<file path="config.mk">
export PLATFORM = sky130hd
export DESIGN_NAME = usec_timebase
export DESIGN_NICKNAME = d
export VERILOG_FILES = /design/src/rtl/usec_pkg.sv /design/src/rtl/usec_regs.sv /design/src/rtl/usec_frac_div.sv /design/src/rtl/usec_counter.sv /design/src/rtl/usec_timebase.sv
export SDC_FILE = /design/constraint.sdc
export NUM_CORES = 1
export LEC_CHECK = 0
export CORE_ASPECT_RATIO = 2
export CORE_UTILIZATION = 53
export CTS_CLUSTER_SIZE = 24
export DETAILED_ROUTE_END_ITERATION = 10
export PLACE_DENSITY = 0.94
export SLEW_MARGIN = 15
export SYNTH_ARGS = -nofsm -noshare
export SYNTH_HDL_FRONTEND = slang
export SYNTH_HIERARCHICAL = 1
export SYNTH_SLANG_ARGS = --single-unit
export TNS_END_PERCENT = 50
</file>
<file path="constraint.sdc">
create_clock -name clk -period 7.2 [get_ports clk]
set_clock_uncertainty 0.1 [all_clocks]
set_input_delay 1.8 -clock clk [delete_from_list [all_inputs] [get_ports clk]]
set_output_delay 1.8 -clock clk [all_outputs]
set_load 0.02 [all_outputs]
</file>
<file path="src/rtl/usec_pkg.sv">
package usec_pkg;
  localparam int unsigned FIELD_W = 8;
  localparam int unsigned ADDR_W  = 8;
  localparam int unsigned DATA_W  = 32;
  localparam int unsigned CFG_W   = 2 * FIELD_W;

  localparam logic [ADDR_W-1:0] OFS_COUNT  = 8'h10;
  localparam logic [ADDR_W-1:0] OFS_CFG    = 8'h14;
  localparam logic [ADDR_W-1:0] OFS_FREEZE = 8'h4C;

  localparam logic [CFG_W-1:0] CFG_RESET = 16'h000B;

  typedef logic [FIELD_W:0] acc_t;

  typedef struct packed {
    logic tick;
    acc_t acc;
  } step_t;

  function automatic acc_t cfg_divisor(input logic [CFG_W-1:0] cfg);
    return {1'b0, cfg[FIELD_W-1:0]} + acc_t'(1);
  endfunction

  function automatic acc_t cfg_dividend(input logic [CFG_W-1:0] cfg);
    return {1'b0, cfg[CFG_W-1:FIELD_W]} + acc_t'(1);
  endfunction

  // One accumulator step: add dividend, wrap by divisor, flag a tick.
  function automatic step_t acc_step(input acc_t acc, input acc_t dvd, input acc_t dvs);
    step_t r;
    acc_t  sum;
    sum = acc + dvd;
    if (sum >= dvs) begin
      r.tick = 1'b1;
      r.acc  = sum - dvs;
    end else begin
      r.tick = 1'b0;
      r.acc  = sum;
    end
    return r;
  endfunction
endpackage

</file>
<file path="src/rtl/usec_regs.sv">
module usec_regs
  import usec_pkg::*;
(
  input  logic              clk,
  input  logic              rst_n,
  input  logic              bus_wr,
  input  logic [ADDR_W-1:0] bus_addr,
  input  logic [DATA_W-1:0] bus_wdata,
  output logic [CFG_W-1:0]  cfg_q,
  output logic              frz_q,
  output logic              cfg_wr
);
  logic frz_wr;

  assign cfg_wr = bus_wr && (bus_addr == OFS_CFG);
  assign frz_wr = bus_wr && (bus_addr == OFS_FREEZE);

  always_ff @(posedge clk) begin
    if (!rst_n) begin
      cfg_q <= CFG_RESET;
      frz_q <= 1'b0;
    end else begin
      if (cfg_wr) cfg_q <= bus_wdata[CFG_W-1:0];
      if (frz_wr) frz_q <= bus_wdata[0];
    end
  end
endmodule

</file>
<file path="src/rtl/usec_frac_div.sv">
module usec_frac_div
  import usec_pkg::*;
(
  input  logic             clk,
  input  logic             rst_n,
  input  logic [CFG_W-1:0] cfg,
  input  logic             freeze,
  input  logic             restart,
  output logic             tick_next,
  output logic             tick_q,
  output acc_t             acc_q
);
  step_t nxt;

  always_comb begin
    nxt       = acc_step(acc_q, cfg_dividend(cfg), cfg_divisor(cfg));
    tick_next = nxt.tick && !freeze && !restart;
  end

  always_ff @(posedge clk) begin
    if (!rst_n) begin
      acc_q  <= '0;
      tick_q <= 1'b0;
    end else if (restart) begin
      acc_q  <= '0;
      tick_q <= 1'b0;
    end else if (freeze) begin
      tick_q <= 1'b0;
    end else begin
      acc_q  <= nxt.acc;
      tick_q <= nxt.tick;
    end
  end
endmodule

</file>
<file path="src/rtl/usec_counter.sv">
module usec_counter #(
  parameter int unsigned CNT_W = 32
) (
  input  logic             clk,
  input  logic             rst_n,
  input  logic             inc,
  output logic [CNT_W-1:0] count_q
);
  always_ff @(posedge clk) begin
    if (!rst_n)   count_q <= '0;
    else if (inc) count_q <= count_q + CNT_W'(1);
  end
endmodule

</file>
<file path="src/rtl/usec_timebase.sv">
module usec_timebase
  import usec_pkg::*;
#(
  parameter int unsigned CNT_W = 32
) (
  input  logic              clk,
  input  logic              rst_n,
  input  logic              bus_wr,
  input  logic [ADDR_W-1:0] bus_addr,
  input  logic [DATA_W-1:0] bus_wdata,
  output logic [DATA_W-1:0] bus_rdata,
  output logic [CNT_W-1:0]  us_count,
  output logic              us_tick
);
  logic [CFG_W-1:0] cfg_q;
  logic             frz_q;
  logic             cfg_wr;
  logic             tick_next;
  acc_t             acc_q;

  usec_regs u_regs (
    .clk(clk), .rst_n(rst_n), .bus_wr(bus_wr), .bus_addr(bus_addr),
    .bus_wdata(bus_wdata), .cfg_q(cfg_q), .frz_q(frz_q), .cfg_wr(cfg_wr)
  );

  usec_frac_div u_div (
    .clk(clk), .rst_n(rst_n), .cfg(cfg_q), .freeze(frz_q), .restart(cfg_wr),
    .tick_next(tick_next), .tick_q(us_tick), .acc_q(acc_q)
  );

  usec_counter #(.CNT_W(CNT_W)) u_cnt (
    .clk(clk), .rst_n(rst_n), .inc(tick_next), .count_q(us_count)
  );

  always_comb begin
    case (bus_addr)
      OFS_COUNT:  bus_rdata = DATA_W'(us_count);
      OFS_CFG:    bus_rdata = DATA_W'(cfg_q);
      OFS_FREEZE: bus_rdata = DATA_W'(frz_q);
      default:    bus_rdata = '0;
    endcase
  end
endmodule

</file>
==> metrics.log <==
INFO  metric critPathKind = input pin to output pin
INFO  metric ys_seq_elements = 59
INFO  metric synth.cell_area = 0.00406 mm^2
INFO  metric pwr_density_cell = 234 mW/mm^2
INFO  metric die_span_in_y = between 100 and 150 um
INFO  metric power_leakage = 1.90 nW
INFO  metric synth.lib_cells_used.distinct = 65
INFO  metric critical_path.startpoint_type = input pin
INFO  metric vdd_drop_max = 0.167 mV
INFO  metric grt_pass1_wl = 18.2 mm
INFO  metric place_hpwl = 8.15 mm
INFO  metric die_area = 0.00804 mm^2
INFO  metric post_drt_via_cell_ratio = ~6.1
INFO  metric cp.buffers_inverters = 2
INFO  metric post_synth.cell_area_avg = 8.49 um^2
INFO  metric path_clk_slew = 0.05 ns
INFO  metric route.final.wire_length = 11.4 mm
INFO  metric grt_max_degree = 59
INFO  metric synth_largest_type_area_fraction = 0.291
INFO  metric drtAntennaViolNets = 0
INFO  metric proportion_of_layout_cells_with_a_drive_suffix_above_1 = 0.0835
INFO  metric dr.pass1.iters = 5
INFO  metric yosys.area_share.xor_xnor = 0.0582
INFO  metric timing.hold.ws = 0.395 ns
INFO  metric cell_type_with_the_highest_occurrence_count_on_the_critical_path = sky130_fd_sc_hd__clkdlybuf4s50_1
INFO  metric tritoncts_clock_tree = yes
INFO  metric yosysSeqAreaShare = 0.291
INFO  metric globalRouteTotalUtil = 0.289
INFO  metric outcome = completed
INFO  metric rsz0062_at_grt = false
INFO  metric timing.critical_path.arrival = 4.22 ns
INFO  metric synthesis.yosys.warnings = 6
INFO  metric power.sequential.fraction = 0.307
INFO  metric switching_power = around 0.43 mW
INFO  metric critical-path-top-delay-family = buffers and inverters
INFO  metric synth.largest_area_cell = sky130_fd_sc_hd__dfxtp_1
INFO  metric layout-area-overhead-vs-synth = 28.7%
INFO  metric synth_top_family_by_area = simple AND/OR/NAND/NOR gates
INFO  metric layout_min_cycle_time = 6.12 ns
INFO  metric synth_fa_ha_area_frac = 0.0684
INFO  metric synth-async-reset-ratio = 0
INFO  metric gr-usage-met1 = 0.270
INFO  metric timing.final.crit_share = 0.850
INFO  metric nNetsFinal = about 620
INFO  metric share_clk_of_total_power = 0.317
INFO  metric postCtsSetupBuffers = 0
INFO  metric synth_enable_flop_cells = 0
INFO  metric cts_sinks = 59
INFO  metric postCtsHoldBufs = 0
INFO  metric post_synth_inst_count = about 480
INFO  metric hold_path_class = flop to flop
INFO  metric use_met2 = 0.524
INFO  metric grt_overflow = 0
INFO  metric core_area = 0.00732 mm^2
INFO  metric worstPathMaxFanout = 16
INFO  metric timing.final.hold_violations = 0
INFO  metric synth_compound_area_frac = 0.151
INFO  metric power = 1.22 mW
INFO  metric worst_slew_pin_tran = 0.760 ns
INFO  metric critical_path.endpoint_type = output pin
INFO  metric setup_total_negative_slack = 0 ns
INFO  metric cell_types_with_the_highest_counts_after_synthesis = sky130_fd_sc_hd__dfxtp_1, sky130_fd_sc_hd__nand2_1, sky130_fd_sc_hd__nor2_1
INFO  metric drt_drc_violations_left = 0
INFO  metric first_iter_violations = roughly 140
INFO  metric grt_antenna_before_repair = 0
INFO  metric worst_path_max_delay_cell = sky130_fd_sc_hd__clkdlybuf4s50_1
INFO  metric postcts_resize_cnt = 0
INFO  metric yosys-mux-area-fraction = 0.101
INFO  metric report.final.setup_viol = 0
INFO  metric cts-root-buf = sky130_fd_sc_hd__clkbuf_16
INFO  metric initial_core_util = 0.555
INFO  metric die-width = 63.9 um
INFO  metric placement.io_buffers = 91
INFO  metric critPathMaxStageDelay = 0.68 ns
INFO  metric drv_cap = 0
INFO  metric path_cells = clkdlybuf4s50_1 > nor3b_1 > nand2_1 > o32ai_1 > clkdlybuf4s50_1
INFO  metric insertedDiodeCount = 0
INFO  metric std_cell_rows = 44
INFO  metric post-synth-top-count-cell = sky130_fd_sc_hd__dfxtp_1
INFO  metric clock_insertion_delay_worst_skew = 0.33 ns
INFO  metric crit_required = roughly 5.3 ns
INFO  metric synth-main-ff-cell = sky130_fd_sc_hd__dfxtp_1
INFO  metric pin_count = 108
INFO  metric place.gp.congestion = 0.865
INFO  metric clock_tree.htree_level_count = 3
INFO  metric grt-busiest-layer = met2
INFO  metric pwr-share-comb = 0.376
INFO  metric final_standard_cell_utilization_of_the_core = 0.714
INFO  metric max_freq = 163 MHz
INFO  metric synth_simple_gate_area_share = 0.273
INFO  metric slew-limit-headroom = 0.492
INFO  metric timing_max_transition_violations_final = 0
INFO  metric yosys-top-cells-area = sky130_fd_sc_hd__dfxtp_1, sky130_fd_sc_hd__mux2i_1, sky130_fd_sc_hd__ha_1, sky130_fd_sc_hd__nand2_1, sky130_fd_sc_hd__nor2_1
INFO  metric switching_share = 0.353
INFO  metric drt-wirelength-per-cell = 17.3 um
INFO  metric cts_made_buffers = 9
INFO  metric detailroute.via_count = between 3,000 and 4,000
INFO  metric power_report.internal_total = 0.793 mW
INFO  metric clockBufferDepth = 2
INFO  metric via_count_of_the_first_global_routing_pass = 4,060
INFO  metric grt_util_met3 = 0.0707
INFO  metric synth.net_count = ~540
-- sequential cells by signal, summed over array words and instances, names as in the netlist --
register       cells
u_div/tick_q       1
u_div/acc_q        9
u_cnt/count_q     32
u_regs/frz_q       1
u_regs/cfg_q      16
-- worst min-delay path, cell delays in order, from the launching register on --
cell and delay [ns]:
sky130_fd_sc_hd__dfxtp_1 0.33, sky130_fd_sc_hd__nand2_1 0.06, sky130_fd_sc_hd__mux2i_1 0.06
-- worst paths after layout --
path / depth (start not counted) / start / to / slack, ns
worst max-delay path: 5 / bus_addr[6] / bus_rdata[0] / 1.08
worst min-delay path: 2 / u_regs/cfg_q[13] / u_regs/cfg_q[13] / 0.39
worst max register to register: 17 / u_div/acc_q[0] / u_cnt/count_q[22] / 1.82
worst min register to register: 2 / u_regs/cfg_q[13] / u_regs/cfg_q[13] / 0.39
-- power by group through the flow --
| stage | sequential (mW) | combinational [mW] | clock [mW] |
|---|---|---|---|
| floorplan | 0.385 | 0.342 | 0 |
| global placement | 0.382 | 0.432 | 0 |
| detailed placement | 0.382 | 0.447 | 0 |
| CTS | 0.376 | 0.453 | 0.391 |
| global route | 0.380 | 0.494 | 0.408 |
| finish | 0.376 | 0.461 | 0.388 |
-- kinds of logic after synthesis --
family,after synthesis
AOI/OAI and AO/OA,79
xor gates and xnor gates,27
adders and majority gates,21
buffers and inverters,44
DFF,59
muxes,41
and+or+nand+nor,207
-- through the flow --
| stage | area [um^2] | setup WS [ns] | cells |
|---|---|---|---|
| final | 5230 | 1.08 | 655 |
| after global routing | 5230 | 0.907 | 655 |
| after CTS | 5230 | 1.08 | 655 |
| after detailed placement | 4960 | 1.11 | 639 |
| after global placement | 4960 | 1.26 | 639 |
| after floorplan | 4060 | 2.43 | 478 |
-- per-layer routing --
| layer | routed length [um] | up-vias |
|---|---|---|
| met5 | 0 | - |
| met4 | 712 | 0 |
| met3 | 649 | 59 |
| met2 | 5990 | 171 |
| met1 | 4000 | 1884 |
| li1 | - | 1867 |
-- area by class of cell --
| class | instances | area (um^2) |
|---|---|---|
| Tap cell | 92 | 115 |
| Multi-Input combinational cell | 375 | 2660 |
| Clock buffer | 10 | 229 |
| Clock inverter | 6 | 41.3 |
| Sequential cell | 59 | 1180 |
| Fill cell | 493 | 2100 |
| Inverter | 18 | 67.6 |
| Timing Repair Buffer | 95 | 936 |
-- cell usage in the layout (no fill, tap or decap), drive strengths merged, types with 8 or more instances in the layout --
cell,instances
dfxtp,59
a21oi,19
mux2i,41
nand4,12
xnor2,12
clkdlybuf4s50,90
ha,19
nand3,15
o21ai,12
nor2,45
o41ai,8
and2,17
inv,19
nand2,55
o311ai,10
clkbuf,10
xor2,15
nand2b,18
No activity file was read; power rests on OpenSTA's default activity.
